===== src/rtl/sdram_init_pkg.sv =====
package sdram_init_pkg;

    typedef enum logic [2:0] {
        ST_PWRON,
        ST_PRECHARGE,
        ST_GAP_RP,
        ST_REFRESH,
        ST_GAP_RC,
        ST_MODE_SET,
        ST_GAP_MRS,
        ST_DONE
    } init_state_t;

    typedef enum logic [2:0] {
        CMD_DESEL,
        CMD_NOP,
        CMD_PALL,
        CMD_REF,
        CMD_MRS
    } sd_cmd_t;

    // Address bit that selects all banks on a precharge
    localparam int unsigned PALL_BIT  = 10;
    // Mode word layout
    localparam int unsigned MODE_W    = 10;
    localparam int unsigned CL_LSB    = 4;
    localparam int unsigned WBURST_BIT = 9;

endpackage


===== src/rtl/init_cycle_counter.sv =====
module init_cycle_counter #(
    parameter int unsigned W = 4
) (
    input  logic         clk,
    input  logic         rst_n,
    input  logic         clr,
    input  logic         inc,
    output logic [W-1:0] cnt
);

    always_ff @(posedge clk) begin
        if (!rst_n) begin
            cnt <= '0;
        end else if (clr) begin
            cnt <= '0;
        end else if (inc) begin
            cnt <= cnt + W'(1);
        end
    end

endmodule


===== src/rtl/init_mode_word.sv =====
module init_mode_word
    import sdram_init_pkg::*;
#(
    parameter int unsigned ADDR_W = 13
) (
    input  logic              cas3,
    input  logic              single_write,
    input  logic              bus32,
    output logic [ADDR_W-1:0] mode_addr
);

    logic [MODE_W-1:0] mode_val;
    logic [ADDR_W-1:0] mode_ext;

    always_comb begin
        mode_val                       = '0;
        mode_val[CL_LSB +: 3]          = {1'b0, 1'b1, cas3};  // 2 or 3
        mode_val[WBURST_BIT]           = single_write;
        mode_ext                       = ADDR_W'(mode_val);
    end

    // Placement on the address pins follows the data bus width
    always_comb begin
        if (bus32) begin
            mode_addr = mode_ext << 2;
        end else begin
            mode_addr = mode_ext << 1;
        end
    end

endmodule


===== src/rtl/init_cmd_drive.sv =====
module init_cmd_drive
    import sdram_init_pkg::*;
#(
    parameter int unsigned ADDR_W = 13
) (
    input  sd_cmd_t           cmd,
    input  logic [ADDR_W-1:0] mode_addr,
    output logic              cke,
    output logic              cs_n,
    output logic              ras_n,
    output logic              cas_n,
    output logic              we_n,
    output logic [ADDR_W-1:0] addr
);

    localparam logic [ADDR_W-1:0] PALL_ADDR = ADDR_W'(1) << PALL_BIT;

    always_comb begin
        cke   = 1'b1;
        cs_n  = 1'b0;
        ras_n = 1'b1;
        cas_n = 1'b1;
        we_n  = 1'b1;
        addr  = '0;
        unique case (cmd)
            CMD_DESEL: begin
                cke  = 1'b0;
                cs_n = 1'b1;
            end
            CMD_NOP: begin
            end
            CMD_PALL: begin
                ras_n = 1'b0;
                we_n  = 1'b0;
                addr  = PALL_ADDR;
            end
            CMD_REF: begin
                ras_n = 1'b0;
                cas_n = 1'b0;
            end
            CMD_MRS: begin
                ras_n = 1'b0;
                cas_n = 1'b0;
                we_n  = 1'b0;
                addr  = mode_addr;
            end
            default: begin
                cke  = 1'b0;
                cs_n = 1'b1;
            end
        endcase
    end

endmodule


===== src/rtl/sdram_init_seq.sv =====
module sdram_init_seq
    import sdram_init_pkg::*;
#(
    parameter int unsigned ADDR_W    = 13,
    parameter int unsigned PWRON_W   = 16,
    parameter int unsigned GAP_W     = 2,
    parameter int unsigned REF_COUNT = 8
) (
    input  logic               clk,
    input  logic               rst_n,
    input  logic [PWRON_W-1:0] cfg_pwron_cycles,
    input  logic               cfg_skip_wait,
    input  logic [GAP_W-1:0]   cfg_rp_gap,
    input  logic [GAP_W-1:0]   cfg_rc_gap,
    input  logic               cfg_cas3,
    input  logic               cfg_single_write,
    input  logic               cfg_bus32,
    output logic               sd_cke,
    output logic               sd_cs_n,
    output logic               sd_ras_n,
    output logic               sd_cas_n,
    output logic               sd_we_n,
    output logic [ADDR_W-1:0]  sd_addr,
    output logic               init_done
);

    localparam int unsigned REF_W = $clog2(REF_COUNT + 1);

    init_state_t state, state_nx;
    sd_cmd_t     cmd;

    logic [PWRON_W-1:0] pw_cnt;
    logic [GAP_W-1:0]   gap_cnt;
    logic [REF_W-1:0]   ref_cnt;
    logic [GAP_W-1:0]   gap_limit;
    logic               pw_hit, gap_hit, ref_all, in_gap;
    logic [ADDR_W-1:0]  mode_addr;

    assign pw_hit    = (pw_cnt == cfg_pwron_cycles);
    assign in_gap    = (state == ST_GAP_RP) || (state == ST_GAP_RC);
    assign gap_limit = (state == ST_GAP_RP) ? cfg_rp_gap : cfg_rc_gap;
    assign gap_hit   = (gap_cnt == gap_limit);
    assign ref_all   = (ref_cnt == REF_W'(REF_COUNT));

    init_cycle_counter #(.W(PWRON_W)) u_pw_cnt (
        .clk  (clk),
        .rst_n(rst_n),
        .clr  (1'b0),
        .inc  ((state == ST_PWRON) && !pw_hit),
        .cnt  (pw_cnt)
    );

    init_cycle_counter #(.W(GAP_W)) u_gap_cnt (
        .clk  (clk),
        .rst_n(rst_n),
        .clr  (!in_gap),
        .inc  (in_gap),
        .cnt  (gap_cnt)
    );

    init_cycle_counter #(.W(REF_W)) u_ref_cnt (
        .clk  (clk),
        .rst_n(rst_n),
        .clr  (1'b0),
        .inc  (state == ST_REFRESH),
        .cnt  (ref_cnt)
    );

    init_mode_word #(.ADDR_W(ADDR_W)) u_mode (
        .cas3        (cfg_cas3),
        .single_write(cfg_single_write),
        .bus32       (cfg_bus32),
        .mode_addr   (mode_addr)
    );

    // State register
    always_ff @(posedge clk) begin
        if (!rst_n) begin
            state <= ST_PWRON;
        end else begin
            state <= state_nx;
        end
    end

    // Next state
    always_comb begin
        state_nx = state;
        unique case (state)
            ST_PWRON:     if (cfg_skip_wait || pw_hit) state_nx = ST_PRECHARGE;
            ST_PRECHARGE: state_nx = ST_GAP_RP;
            ST_GAP_RP:    if (gap_hit) state_nx = ST_REFRESH;
            ST_REFRESH:   state_nx = ST_GAP_RC;
            ST_GAP_RC:    if (gap_hit) state_nx = ref_all ? ST_MODE_SET : ST_REFRESH;
            ST_MODE_SET:  state_nx = ST_GAP_MRS;
            ST_GAP_MRS:   state_nx = ST_DONE;
            ST_DONE:      state_nx = ST_DONE;
            default:      state_nx = ST_PWRON;
        endcase
    end

    // Outputs
    always_comb begin
        cmd       = CMD_NOP;
        init_done = 1'b0;
        unique case (state)
            ST_PWRON:     cmd = CMD_DESEL;
            ST_PRECHARGE: cmd = CMD_PALL;
            ST_GAP_RP:    cmd = CMD_NOP;
            ST_REFRESH:   cmd = CMD_REF;
            ST_GAP_RC:    cmd = CMD_NOP;
            ST_MODE_SET:  cmd = CMD_MRS;
            ST_GAP_MRS:   cmd = CMD_NOP;
            ST_DONE: begin
                cmd       = CMD_NOP;
                init_done = 1'b1;
            end
            default:      cmd = CMD_DESEL;
        endcase
    end

    init_cmd_drive #(.ADDR_W(ADDR_W)) u_drive (
        .cmd      (cmd),
        .mode_addr(mode_addr),
        .cke      (sd_cke),
        .cs_n     (sd_cs_n),
        .ras_n    (sd_ras_n),
        .cas_n    (sd_cas_n),
        .we_n     (sd_we_n),
        .addr     (sd_addr)
    );

endmodule


===== config.mk =====
export PLATFORM = sky130hd
export DESIGN_NAME = sdram_init_seq
export DESIGN_NICKNAME = d
export VERILOG_FILES = /design/src/rtl/sdram_init_pkg.sv /design/src/rtl/init_cycle_counter.sv /design/src/rtl/init_mode_word.sv /design/src/rtl/init_cmd_drive.sv /design/src/rtl/sdram_init_seq.sv
export SDC_FILE = /design/constraint.sdc
export NUM_CORES = 1
export LEC_CHECK = 0
export BUFFER_PORTS_ARGS = -buffer_cell sky130_fd_sc_hd__buf_2
export CELL_PAD_IN_SITES_DETAIL_PLACEMENT = 2
export CELL_PAD_IN_SITES_GLOBAL_PLACEMENT = 2
export CORE_UTILIZATION = 29
export CTS_CLUSTER_SIZE = 24
export DETAILED_ROUTE_END_ITERATION = 7
export PLACE_DENSITY_LB_ADDON = 0.25
export SLEW_MARGIN = 20
export SYNTH_ARGS = -nofsm -noshare
export SYNTH_HDL_FRONTEND = slang
export SYNTH_SLANG_ARGS = --single-unit

===== constraint.sdc =====
create_clock -name clk -period 2.4 [get_ports clk]
set_clock_uncertainty 0.1 [all_clocks]
set_input_delay 0.12 -clock clk [delete_from_list [all_inputs] [get_ports clk]]
set_output_delay 0.12 -clock clk [all_outputs]
set_load 0.01 [all_outputs]

# == Word-level counts from Yosys, hierarchy flattened ==
# Cells that the tools add are included.
# word_totals
register_bits,25
input_bits,26
out_inout_bits,19
elab_cells,52
# op_classes
add_sub_neg,3
n_eq_ne,17
n_mux,15
reduce_logical,13
# ops
operator,count
$pmux W12 S2,1
$pmux W3 S7,1
$add A16 B1 Y16 const B,1
$eq A16 B16 Y1,1
$eq A3 B3 Y1 const B,5
$pmux W3 S5,1
$eq A3 B2 Y1 const B,4
$mux W12,1
$mux W3,4
$reduce_or A4 Y1,2
$eq A3 B1 Y1 const B,2
$mux W1,6
$reduce_or A2 Y1,3
$add A4 B1 Y4 const B,1
$eq A4 B4 Y1 const B,1
$ne A2 B2 Y1 const B,2
$logic_not A3 Y1,1
$reduce_and A3 Y1,1
$reduce_or A3 Y1,1
$add A2 B1 Y2 const B,1
$eq A2 B2 Y1,1
$logic_or A1 B1 Y1,2
$mux W2,1
$ne A2 B1 Y1 const B,1
other kinds (3),3

# == Logic depth before layout (Yosys ltp) ==
# depth
ltp_word,6
ltp_mapped,8
depth_no_buf,6

# == By module ==
# A second synthesis with hierarchy kept.
# hier_totals
hier_cells,201
hier_area_um2,1675.4
# by_module_without_submodules
mod,n_inst,cells_each,area_per_inst_um2,seq_area_each_um2
init_cycle_counter at u_pw_cnt,1,82,708.2,320.3
sdram_init_seq,1,55,427.9,60.1
init_cycle_counter at u_ref_cnt,1,17,181.4,80.1
init_cmd_drive,1,25,176.4,0.0
init_mode_word,1,14,96.3,0.0
init_cycle_counter at u_gap_cnt,1,8,85.1,40.0

# == Worst setup path after synthesis ==
# No wires, ideal clock.
# synth_path
kind,register -> register
startpoint,register state[1]
endpoint,register u_pw_cnt.cnt[5]
setup_time_ps,71
t_arrival_ps,1694
required_ps,2229
slack_ps,536
stages_incl_launch_ff,9
path_buffers,3
period_less_slack_ps,1864
path_cell_list,dfxtp_1 -> buf_6 -> or3_1 -> buf_6 -> clkinv_4 -> nand4_4 -> buf_6 -> or4_1 -> a21oi_1
# synth_between
elab_chain_cells,2
# synth_rtl
item,line_no,rtl
"start, declared",sdram_init_seq.sv:29,"init_state_t state, state_nx;"
"start signal, assigned",sdram_init_seq.sv:81,state <= state_nx;
$logic_not A3 Y1,sdram_init_seq.sv:49,".inc ((state == ST_PWRON) && !pw_hit),"
$logic_and A1 B1 Y1,sdram_init_seq.sv:49,
"end signal, assigned",init_cycle_counter.sv:17,cnt <= cnt + W'(1);
"end, declared",init_cycle_counter.sv:8,output logic [W-1:0] cnt
# No other way between the ends.
# A chain may end at the register's enable or synchronous reset.

# == Worst setup path after layout ==
# layout_path
startpoint,register state[1]
endpoint,register u_pw_cnt.cnt[15]
# The elaborated chain is that of the path after synthesis.

==> results_dict.tcl <==
set metrics [dict create \
    cp_common_cell "or3_1" \
    p_per_area_mw_per_mm2 499 \
    cts.sinks 25 \
    critPathSlowestCell "or3_1" \
    p_leak_nw 0.695 \
    antenna_found_initial 0 \
    start_kind "register" \
    status "complete, no violations" \
    drtIter0Drc 46 \
    portBuffers 36 \
    cp-endpoint "u_pw_cnt.cnt[15]$_SDFFE_PN0P_" \
    path_class "reg -> reg" \
    overflow 0 \
    timing.rr.start "state[1]$_SDFFE_PN0P_" \
    cp_data_required_time_ps 2510 \
    post_cts_resized 0 \
    final_cell_mix "buf_2 (36), dfxtp_1 (25), xnor2_1 (19), nand2_1 (16)" \
    syn_area_per_cell_um2 8.06 \
    vias 1433 \
    synth_seq_cells 25 \
    finalHoldViolCount 0 \
    grt_pass1_vias 1520 \
    cts_max_path_buffers 2 \
    cts-root-buf "clkbuf_8" \
    rsz0062_at_grt "no" \
    regArea_um2 500 \
    setup_viol 0 \
    place.detailed.hpwl_um 3240 \
    cts-buffers-inserted 3 \
    synthTopCellsByArea "dfxtp_1 (32%), xnor2_1 (10%), a21oi_1 (4.4%), buf_4 (3.8%), nand2_1 (3.8%)" \
    setup_tns_ps 0 \
    tritoncts "built" \
    r2r_slack_ps 350 \
    cp_max_fo 13 \
    postCtsSetupRepairBufs 0 \
    multi_input_comb_area_um2 957 \
    synthToLayoutAreaGrowth_pct 15.7 \
    synth_top_flop_cell "dfxtp_1" \
    route.detailed.drc 0 \
    netlist_area_mm2 0.00159 \
    p_total_mw 0.917 \
    synth_cell_types 34 \
    die_area_mm2 0.00578 \
    start_util 0.305 \
    firstDrtPassIters 2 \
    crit_chain "or3_1 -> clkinv_4 -> nand4_4 -> nand3b_1 -> or3_1 -> a21oi_1" \
    yosysTopAreaCellShare 0.315 \
    synthArstFlopShare 0 \
    ant_nets 0 \
    core_area_mm2 0.00520 \
    fin_nets 258 \
    fin_crit_ps 2050 \
    finalCritPeriodShare 0.855 \
    cap_viol_max_count 0 \
    diodes 0 \
    synth_area_leader_cell "dfxtp_1" \
    cp-startpoint "state[1]$_SDFFE_PN0P_" \
    postRouteWirelength_um 4250 \
    htree_levels 1 \
    synth-seq-area-share 0.315 \
    drv_slew 0 \
    reg2reg_depth 6 \
    syn_inst 197 \
    clkTransAtPathRegs_ps 100 \
    max_stage_delay_ps 480 \
    arrival_ps 2160 \
    vdd_drop_max_v 0.000272 \
    drive_gt1_frac 0.197 \
    grt_pass1_wl_um 7300 \
    fmax_mhz 488 \
    synth_edf_count 0 \
    yosys_warnings 0 \
    reg2reg_to "u_pw_cnt.cnt[15]$_SDFFE_PN0P_" \
    n_fill_cell 626 \
    worstSetupEndpointType "register" \
    io_pins 45 \
    clock_latency_ps 270 \
    via_per_inst 4.81 \
    die_w_um 76.0 \
    wl_per_cell_um 14.2 \
    rows 26 \
    layout_commonest_cell "buf_2" \
    die_h_um 76.0 \
    grtUsageTotal 0.156 \
    grt_max_degree 30 \
    hold_path.class "in -> reg" \
    place_congestion 0.744 \
    postCtsHoldBufs 0 \
]
==> metrics by stage <==
stage	hold WS, ps	cells	area (um^2)	worst slack, ps	util
after global routing	139	298	1840	213	0.353
final	130	298	1840	349	0.353
after floorplan	169	204	1610	536	-
after detailed placement	392	294	1790	362	0.344
after global placement	383	294	1790	408	0.344
after CTS	135	298	1840	346	0.353
==> cells in the mapped netlist (5+ instances only) <==
master	number
a21oi_1	14
buf_4	8
dfxtp_1	25
inv_1	8
nand2_1	16
nand3_1	5
nand4_1	9
nor2_1	14
nor4_1	5
o21ai_0	10
o31ai_1	5
or3_1	7
xnor2_1	19
xor2_1	6
==> cells by family (layout without fill, tap and decap cells) <==
| group | count (synthesis) | in the layout | share of synthesized area |
|---|---|---|---|
| xor gates and xnor gates | 25 | 25 | 0.138 |
| and+or+nand+nor | 76 | 76 | 0.258 |
| muxes | 4 | 4 | 0.0252 |
| AOI/OAI and AO/OA | 36 | 36 | 0.136 |
| DFF | 25 | 25 | 0.315 |
| other | 1 | 8 | 0.00236 |
| buffers and inverters | 27 | 51 | 0.102 |
| adders and majority gates | 3 | 3 | 0.0236 |
==> sequential cells by signal, indices dropped and copies added (netlist names) <==
register       flops
state              3
u_gap_cnt.cnt      2
u_ref_cnt.cnt      4
u_pw_cnt.cnt      16
==> layout make-up <==
type	count	area share
multi-input cells	152	0.521
flip-flops and latches	25	0.272
repair buffers	38	0.113
well taps	70	0.0477
clock buffers	4	0.0245
inverters	9	0.0211
==> how the worst min path moves through the flow <==
stage / cells after the start / to / from / slack, ps
floorplan: 2 / u_pw_cnt.cnt[8]$_SDFFE_PN0P_ / rst_n / 170
finish: 2 / u_pw_cnt.cnt[13]$_SDFFE_PN0P_ / rst_n / 130
global placement: 1 / u_gap_cnt.cnt[0]$_SDFF_PN0_ / u_gap_cnt.cnt[0]$_SDFF_PN0_ / 380
CTS: 2 / u_pw_cnt.cnt[9]$_SDFFE_PN0P_ / rst_n / 140
detailed placement: 1 / u_gap_cnt.cnt[0]$_SDFF_PN0_ / u_gap_cnt.cnt[0]$_SDFF_PN0_ / 390
global route: 2 / u_pw_cnt.cnt[9]$_SDFFE_PN0P_ / rst_n / 140
==> metal layers <==
layer / vias up / global-route usage / wire length [um]
met5: - / 0 / 0
met4: 0 / 0.0327 / 23
met3: 2 / 0.0311 / 125
met2: 22 / 0.277 / 2090
met1: 677 / 0.194 / 2010
li1: 732 / - / -
==> worst max-delay path, delay by kind of cell, from the launching register on <==
kind                   cells  cell delay [ps]
AOI/OAI and AO/OA          1              130
buffers and inverters      1              110
DFF                        1              410
and+or+nand+nor            4             1240
==> where the power goes <==
part	internal, mW	leakage [nW]	total [mW]	switching [mW]
logic	0.0824	0.470	0.188	0.106
registers	0.433	0.202	0.468	0.0353
clock network	0.119	0.0228	0.261	0.142
total	0.634	0.695	0.917	0.283
Note: power is estimated with default switching activity, not from simulation.
